===== config.mk =====
export PLATFORM = sky130hd
export DESIGN_NAME = sample_demux
export DESIGN_NICKNAME = d
export VERILOG_FILES = /design/src/rtl/sample_demux_pkg.sv /design/src/rtl/sample_demux_seq.sv /design/src/rtl/sample_demux_path.sv /design/src/rtl/sample_demux_clkout.sv /design/src/rtl/sample_demux.sv
export SDC_FILE = /design/constraint.sdc
export NUM_CORES = 1
export LEC_CHECK = 0
export BUFFER_PORTS_ARGS = -buffer_cell sky130_fd_sc_hd__buf_2
export CORE_ASPECT_RATIO = 1.75
export CORE_MARGIN = 2
export CORE_UTILIZATION = 43
export CTS_BUF_LIST = sky130_fd_sc_hd__clkbuf_2 sky130_fd_sc_hd__clkbuf_4 sky130_fd_sc_hd__clkbuf_8
export CTS_CLUSTER_DIAMETER = 100
export DETAILED_ROUTE_END_ITERATION = 10
export GPL_ROUTABILITY_DRIVEN = 0
export HOLD_SLACK_MARGIN = 0.03
export PLACE_DENSITY = 0.78
export SLEW_MARGIN = 20
export SYNTH_ARGS = -nofsm -noshare
export SYNTH_HDL_FRONTEND = slang
export SYNTH_SLANG_ARGS = --single-unit

===== constraint.sdc =====
create_clock -name clk -period 1.1 [get_ports clk]
set_input_delay 0.11 -clock clk [delete_from_list [all_inputs] [get_ports clk]]
set_output_delay 0.11 -clock clk [all_outputs]
set_load 0.05 [all_outputs]

===== src/rtl/sample_demux_pkg.sv =====
package sample_demux_pkg;
    typedef enum logic [1:0] {
        ST_ALIGN  = 2'd0,
        ST_TAKE_A = 2'd1,
        ST_TAKE_B = 2'd2,
        ST_PASS   = 2'd3
    } seq_state_t;
endpackage


===== src/rtl/sample_demux_seq.sv =====
module sample_demux_seq
    import sample_demux_pkg::*;
(
    input  logic       clk,
    input  logic       align_rst,
    input  logic       mode_sel,
    output seq_state_t state_o,
    output logic       demux_o,
    output logic       div_o
);
    seq_state_t state_q, state_d;
    logic       mode_q;
    logic       div_q, div_d;

    // state register
    always_ff @(posedge clk) begin
        if (align_rst) state_q <= ST_ALIGN;
        else           state_q <= state_d;
    end

    // next state and next divider level
    always_comb begin
        state_d = state_q;
        div_d   = div_q;
        unique case (state_q)
            ST_ALIGN: begin
                if (mode_q) begin
                    state_d = ST_TAKE_B;
                    div_d   = 1'b1;
                end else begin
                    state_d = ST_PASS;
                    div_d   = 1'b0;
                end
            end
            ST_TAKE_A: begin
                state_d = ST_TAKE_B;
                div_d   = 1'b1;
            end
            ST_TAKE_B: begin
                state_d = ST_TAKE_A;
                div_d   = 1'b0;
            end
            ST_PASS: begin
                state_d = ST_PASS;
                div_d   = 1'b0;
            end
        endcase
    end

    // outputs: latched mode and half-rate clock register
    always_ff @(posedge clk) begin
        if (align_rst) begin
            mode_q <= mode_sel;
            div_q  <= 1'b0;
        end else begin
            div_q  <= div_d;
        end
    end

    assign state_o = state_q;
    assign demux_o = mode_q;
    assign div_o   = div_q;

    // in demultiplex mode the half-rate clock toggles on every edge
    p_div_toggle_r4: assert property (@(posedge clk) disable iff (align_rst)
        (mode_q && state_q != ST_ALIGN && !$past(align_rst)) |-> (div_q != $past(div_q)));
endmodule


===== src/rtl/sample_demux_path.sv =====
module sample_demux_path
    import sample_demux_pkg::*;
#(
    parameter int DATA_W = 8
) (
    input  logic              clk,
    input  logic              align_rst,
    input  seq_state_t        state_i,
    input  logic              demux_i,
    input  logic [DATA_W-1:0] din,
    output logic [DATA_W-1:0] port_a,
    output logic [DATA_W-1:0] port_b
);
    logic [DATA_W-1:0] hold_q;

    always_ff @(posedge clk) begin
        if (align_rst) begin
            hold_q <= '0;
            port_a <= '0;
            port_b <= '0;
        end else begin
            unique case (state_i)
                ST_ALIGN: begin
                    if (demux_i) hold_q <= din;
                    else         port_a <= din;
                end
                ST_TAKE_A: hold_q <= din;
                ST_TAKE_B: begin
                    port_a <= hold_q;
                    port_b <= din;
                end
                ST_PASS: port_a <= din;
            endcase
        end
    end

    // an update edge shows the previous sample on A and the current on B
    p_pair_r3: assert property (@(posedge clk) disable iff (align_rst)
        (state_i == ST_TAKE_B) |=> (port_b == $past(din) && port_a == $past(din, 2)));

    // straight mode is a single register stage with port B at zero
    p_pass_r5: assert property (@(posedge clk) disable iff (align_rst)
        (state_i == ST_PASS || (state_i == ST_ALIGN && !demux_i))
            |=> (port_a == $past(din) && port_b == '0));
endmodule


===== src/rtl/sample_demux_clkout.sv =====
module sample_demux_clkout (
    input  logic clk,
    input  logic demux_i,
    input  logic div_i,
    output logic out_clk
);
    always_comb begin
        if (demux_i) out_clk = div_i;
        else         out_clk = ~clk;
    end
endmodule


===== src/rtl/sample_demux.sv =====
module sample_demux
    import sample_demux_pkg::*;
#(
    parameter int DATA_W = 8
) (
    input  logic              clk,
    input  logic              align_rst,
    input  logic              mode_sel,
    input  logic [DATA_W-1:0] sample_in,
    output logic [DATA_W-1:0] port_a,
    output logic [DATA_W-1:0] port_b,
    output logic              out_clk
);
    seq_state_t state_w;
    logic       demux_w;
    logic       div_w;

    sample_demux_seq u_seq (
        .clk       (clk),
        .align_rst (align_rst),
        .mode_sel  (mode_sel),
        .state_o   (state_w),
        .demux_o   (demux_w),
        .div_o     (div_w)
    );

    sample_demux_path #(.DATA_W(DATA_W)) u_path (
        .clk       (clk),
        .align_rst (align_rst),
        .state_i   (state_w),
        .demux_i   (demux_w),
        .din       (sample_in),
        .port_a    (port_a),
        .port_b    (port_b)
    );

    sample_demux_clkout u_clk (
        .clk     (clk),
        .demux_i (demux_w),
        .div_i   (div_w),
        .out_clk (out_clk)
    );

    // a reset edge clears both ports and the divider level
    p_clear_r2: assert property (@(posedge clk)
        align_rst |=> (port_a == '0 && port_b == '0 && div_w == 1'b0));

    // ports hold still across the rising half-rate edge
    p_steady_r4: assert property (@(posedge clk) disable iff (align_rst)
        (demux_w && $rose(div_w)) |-> ($stable(port_a) && $stable(port_b)));
endmodule


==> impl_results.md, run 1 <==
- Outcome: finished, violations left
- Violated checks: negative setup slack
- CP dominant cell by count: buf_6
- Syn nets: 102
- Worst EP required: between 0.9 and 1 ns
- Max Fclk: 739 MHz
- Peak VDD IR: just over 0.001 V
- Synth Warn #: 0
- Vias per cell: 5.15
- Seq/Total Area, Yosys: between 50 and 60%
- Crit path kind: reg2out
- Relative slew slack: 81.5%
- Routed wire length: around 2300 microns
- Die Wd: between 40 and 50 microns
- Critical path's top delay family: flip-flops
- Period minus WS final: about 1.4 ns
- Largest net degree at the start of global routing: 17
- Worst Setup Start Kind: flop
- Die area: 2780 sq um
- Starting Density: between 40% and 50%
- Drt first pass iters: 4
- CTS tree: done
- RSZ-0062 raised after global routing: yes
- Antenna cells: 0
- Skew final: roughly 0.0045 ns
- Crit path buffers/inverters: 2
- Die height: between 60 and 70 microns
- Boundary pin count: 28
- Vias in the first global route: 834
- Worst reg2reg endpoint: u_path.port_a[0]
- Port bufs: 27
- Register area: 573 sq um
- Rows: 23
- Placement Setup Slack: -0.0590 ns
- Slew @ Worst Pin: between 0.2 and 0.3 ns
- Avg Cell Area, Syn: about 11 sq um
- FILL cells: 167
- Depth of the worst hold-timing path: 2
- Netlist Area Pre-Place: just over 1000 sq um
- Worst EP arrival: between 1 and 1.5 ns
- Overflow after GRT: 0
- MaxCap Viol Count: 0
- Synth Register Bits: 28
- Power Dens Cells: between 1500 and 2000 nW/um^2
- Post-route setup slack: -0.253 ns
- Non-filler cells, final: between 150 and 200
- Wirelength per Cell: 14.0 microns
- Iteration-0 DRC Markers: 22
- Distinct cells, synth: 18
- Synth Instances: 91
- Nets: 150
- HP Class: in2reg
- DPL Wire Length: 1530 microns
- Tot GR Track Use: around a fifth
- First-pass GRT wire length: between 3000 and 4000 microns
- Placed cells: 145
- Layout cells sized above 1: 42.8%
- Crit-path cells: buf_6 > o21ai_2 > buf_6
- P&R area growth vs syn: 52.6%
- Initial antenna violation count: 0
- Final period util: 123%
- DR DRC count: 0
- Via count: between 800 and 900
- Crit-path slowest cell: edfxtp_1
- Critical Path End Type: output pin
- Setup violators final: 18
- Final Power: 2950 uW
- Fin. Hold Viols: 0
- Max stage delay on crit path: 0.43 ns
- Multi-input gate area: ~460 sq um
- Hold Crit Start: align_rst
- R2r startpoint: u_seq.demux_o
- Hold Path End: u_seq.div_o
- Antenna viol nets, final: 0
- Crit path max fanout: 2
- R2r setup slk: -0.21 ns
- Lkg Pwr: between 0.0006 and 0.0007 uW
- Final Max Slew Viols: 0
- Worst skew pair latency: between 0.3 and 0.4 ns
- Reg clk slew, reported paths: ~0.090 ns
- R2R depth: 5
- Core ar.: 2270 sq um
-- cell usage in the layout (no fill, tap or decap), types with 2 or more instances in the layout --
| cell type | instances |
|---|---|
| dfxtp_2 | 2 |
| clkbuf_4 | 6 |
| dlygate4sd3_1 | 9 |
| nand2_1 | 17 |
| buf_4 | 11 |
| clkbuf_8 | 6 |
| mux2i_1 | 8 |
| buf_2 | 10 |
| buf_6 | 9 |
| dfxtp_1 | 25 |
| a21oi_1 | 8 |
| a22o_1 | 8 |
| nor2_4 | 2 |
| o2bb2ai_2 | 7 |
-- cell type report --
cell class              count  share of cell area [%]
flip-flops and latches     28                    37.0
multi-input cells          57                    29.4
repair buffers             44                    23.1
clock buffers               7                    6.05
well taps                  25                    2.02
clock inverters             1                    1.94
inverters                   1                   0.565
-- cells in the mapped netlist --
| master | number | share of area [%] |
|---|---|---|
| buf_2 | 1 | 0.49 |
| o21bai_2 | 1 | 1.1 |
| buf_12 | 1 | 2.0 |
| nor2b_2 | 1 | 0.86 |
| inv_4 | 1 | 0.62 |
| nor2_1 | 1 | 0.37 |
| nand2b_1 | 2 | 1.2 |
| buf_4 | 2 | 1.5 |
| edfxtp_1 | 1 | 3.0 |
| nand2_1 | 17 | 6.3 |
| a21oi_1 | 8 | 3.9 |
| dfxtp_1 | 27 | 53 |
| mux2i_1 | 8 | 7.9 |
| buf_6 | 2 | 2.2 |
| a22o_1 | 8 | 6.9 |
| o2bb2ai_1 | 8 | 6.9 |
| nor2_4 | 1 | 1.1 |
| o21ai_0 | 1 | 0.49 |
-- routing by layer --
| layer | wire length (microns) | part of all wire (%) | GRT usage, % | vias up |
|---|---|---|---|---|
| met5 | 0 | 0 | 0 | - |
| met4 | 64 | 2.8 | 15.4 | 0 |
| met3 | 83 | 3.6 | 5.84 | 7 |
| met2 | 1160 | 51 | 29.6 | 20 |
| met1 | 976 | 43 | 23.7 | 396 |
| li1 | - | - | - | 416 |
-- sequential cells by signal, indices dropped and copies added, names as in the netlist --
name,cells
u_path.hold_q,8
u_path.port_a,8
u_path.port_b,8
u_seq.demux_o,1
u_seq.div_o,1
u_seq.state_o,2
-- power breakdown --
part	internal, uW	total [uW]	switching, uW
logic	233	569	336
clock network	769	1220	452
registers	1100	1160	58.0
total	2110	2950	846
-- through the flow --
step | area [sq um] | TNS, ns | hold slack [ns] | util (%)
finish | 1550 | -3.28 | 0.0433 | 68.2
global route | 1550 | -4.20 | 0.0389 | 68.2
CTS | 1470 | -2.28 | 0.0594 | 64.7
detailed placement | 1180 | -0.411 | 0.304 | 52.1
global placement | 1180 | -0.00594 | 0.301 | 52.1
floorplan | 1020 | -0.0245 | 0.209 | -
-- cells by family (layout without fill, tap and decap cells) --
| kind of cell | after synthesis | in the layout | synth area share, % |
|---|---|---|---|
| AO/OA/AOI/OAI | 26 | 26 | 19.3 |
| buffers and inverters | 7 | 53 | 6.77 |
| AND/OR/NAND/NOR | 22 | 23 | 9.85 |
| multiplexers | 8 | 8 | 7.88 |
| flip-flops | 28 | 28 | 56.2 |
-- repair_timing --
item | CTS | global route
setup buffers | 1 | 0
cloned | 1 | 0
hold endpoints to repair | 17 | 0
endpoints found under the setup margin | 27 | 37
gates resized for setup | 17 | 27
hold buffers | 9 | 0
pin swaps | 1 | 1
-- worst max path at each step --
stage | start | end | depth (start not counted)
final | u_seq.demux_o | out_clk | 3
after global routing | u_seq.demux_o | out_clk | 3
after CTS | u_seq.demux_o | out_clk | 3
after detailed placement | u_seq.demux_o | u_path.port_a[2] | 4
after global placement | u_seq.demux_o | u_path.port_a[1] | 4
after floorplan | u_seq.demux_o | u_path.hold_q[6] | 4
Note: power is estimated with default switching activity, not from simulation.
==> inputs of run 2 (changes only) <==
--- a/config.mk
+++ b/config.mk
@@ -15,6 +15,7 @@
 export GPL_ROUTABILITY_DRIVEN = 0
 export HOLD_SLACK_MARGIN = 0.03
 export PLACE_DENSITY = 0.78
+export REMOVE_ABC_BUFFERS = 1
 export SLEW_MARGIN = 20
 export SYNTH_ARGS = -nofsm -noshare
 export SYNTH_HDL_FRONTEND = slang
==> impl_results.md, run 2 (synthesis gave the netlist of run 1 again) <==
- Iteration-0 DRC Markers: 21 (-4.5%)
- Boundary pin count: 28 (unchanged)
- Die area: 2780 sq um (unchanged)
- Port bufs: 27 (unchanged)
- Hold Crit Start: mode_sel
- Post-route setup slack: -0.200 ns (+0.0524 ns)
- Core ar.: 2270 sq um (unchanged)
- R2r setup slk: -0.16 ns (+0.05 ns)
- Relative slew slack: 86.4% (+5.0 points)
- Starting Density: 44.7% (unchanged)
- First-pass GRT wire length: 3970 microns (+9.7%)
- Placed cells: 143 (-1.4%)
- Critical Path End Type: output pin
- Final Max Slew Viols: 0 (unchanged)
- Slew @ Worst Pin: 0.200 ns (-0.0776 ns)
- Final period util: 118% (-4.8 points)
- Largest regs: u_path.hold_q x8, u_path.port_a x8, u_path.port_b x8
- Antenna cells: 0 (unchanged)
- R2r startpoint: u_seq.demux_o
- Tot GR Track Use: 21.5% (+1.3 points)
- Worst EP required: 0.99 ns (about the same)
- Setup TNS Final: -2.04 ns (+1.25 ns)
- DPL Wire Length: 1430 microns (-7.0%)
- DR DRC count: 0 (unchanged)
- Non-filler cells, final: 165 (+1.2%)
- Vias in the first global route: 838 (+0.48%)
- Drt first pass iters: 4 (unchanged)
- FILL cells: 149 (-11%)
- Violated checks: negative setup slack
- Skew final: 0.00904 ns (+0.00459 ns)
- Die Wd: 40.7 microns (unchanged)
- Most common cell after layout, fill and taps aside: dfxtp_1
- Die height: 68.3 microns (unchanged)
- Peak VDD IR: 0.00117 V (+14%)
- Outcome: finished, violations left
- Via count: 872 (+3.9%)
- Crit path max fanout: 3 (+1)
- Worst EP arrival: 1.19 ns (-0.05 ns)
- CTS tree: done
- Wirelength per Cell: 15.1 microns (+7.4%)
- Most frequent cells in the layout: 25 x dfxtp_1, 17 x nand2_1, 14 x buf_4
- R2R depth: 5 (unchanged)
- MaxCap Viol Count: 0 (unchanged)
- Period minus WS final: 1.30 ns (-0.0524 ns)
- Hold Path End: u_seq.demux_o
- Largest net degree at the start of global routing: 16 (-1)
- Overflow after GRT: 0 (unchanged)
- Max Fclk: 769 MHz (+4.0%)
- RSZ-0062 raised after global routing: yes
- Worst skew pair latency: 0.38 ns (about the same)
- Crit path kind: reg2out
- Rows: 23 (unchanged)
- Initial antenna violation count: 0 (unchanged)
- HP Class: in2reg
- Setup violators final: 17 (-1)
- P&R area growth vs syn: 53.0%
- Power Dens Cells: 1790 nW/um^2 (-6.0%)
- Worst Setup Start Kind: flop
- Depth of the worst hold-timing path: 2 (unchanged)
- Nets: 152 (+1.3%)
- Lkg Pwr: 0.000687 uW (+0.76%)
- Layout cells sized above 1: 43.6% (+0.82 points)
- Reg clk slew, reported paths: 0.10 ns (about the same)
- Fin util: 68.4% (+0.17 points)
- Antenna viol nets, final: 0 (unchanged)
- Worst reg2reg endpoint: u_path.hold_q[7]
- Routed wire length: 2490 microns (+8.7%)
- Vias per cell: 5.28 (+2.7%)
- Fin. Hold Viols: 0 (unchanged)
- Placement Setup Slack: -0.0493 ns (+0.00978 ns)
[run 2: cell count changes in the layout (fill, tap and decap cells not counted), sizes merged]
cell,change
clkbuf,+3
bufinv,-1
dlygate4sd3,+1
nor2,-1
[run 2: where the power goes]
group / switching [uW] / internal, uW / leakage (uW) / total [uW]
sequential: 55.5 / 1100 / 0.000232 / 1160
clock: 461 / 567 / 0.0000570 / 1030
combinational: 343 / 251 / 0.000397 / 594
[run 2: through the flow]
stage	hold slack (ns)	area (sq um)	total power (uW)
2_1_floorplan	0.179	953	1550
3_3_place_gp	0.295	1160	1700
3_5_place_dp	0.289	1160	1710
4_1_cts	0.439	1510	2760
5_1_grt	0.441	1550	2880
6_report	0.436	1550	2780
[run 2: how the worst max path moves through the flow]
stage	from	endpoint	slack [ns]
2_1_floorplan	clk	out_clk	-0.65
3_3_place_gp	u_seq.demux_o	u_path.port_a[6]	0.02
3_5_place_dp	u_seq.demux_o	u_path.port_a[1]	-0.05
4_1_cts	u_seq.demux_o	out_clk	-0.18
5_1_grt	u_seq.demux_o	out_clk	-0.23
6_report	u_seq.demux_o	out_clk	-0.20
[run 2: critical path, cell delays in order, from the launching register on]
cell and delay (ns):
edfxtp_1 0.45, o21ai_2 0.18, buf_6 0.18
[run 2: final cells by class]
class                   count  area, sq um  share of cell area, %
flip-flops and latches     28          573                   36.9
clock buffers               8          101                   6.52
multi-input cells          56          440                   28.3
repair buffers             47          402                   25.8
well taps                  25         31.3                   2.01
inverters                   1         6.26                  0.403
[run 2: routing by layer]
layer | vias up | track usage, % | wire length, microns
li1 | 419 | - | -
met2 | 26 | 30.8 | 1250
met4 | 0 | 12.5 | 63
met1 | 419 | 27.6 | 1050
met3 | 8 | 6.49 | 120
met5 | - | 0 | 0
[run 2: what timing repair did]
item	4_1_cts	5_1_grt
endpoints found under the setup margin	21	34
hold endpoints to repair	18	0
gates resized for setup	22	19
cloned	1	0
hold buffers	10	0
pin swaps	9	1
setup buffers	4	0
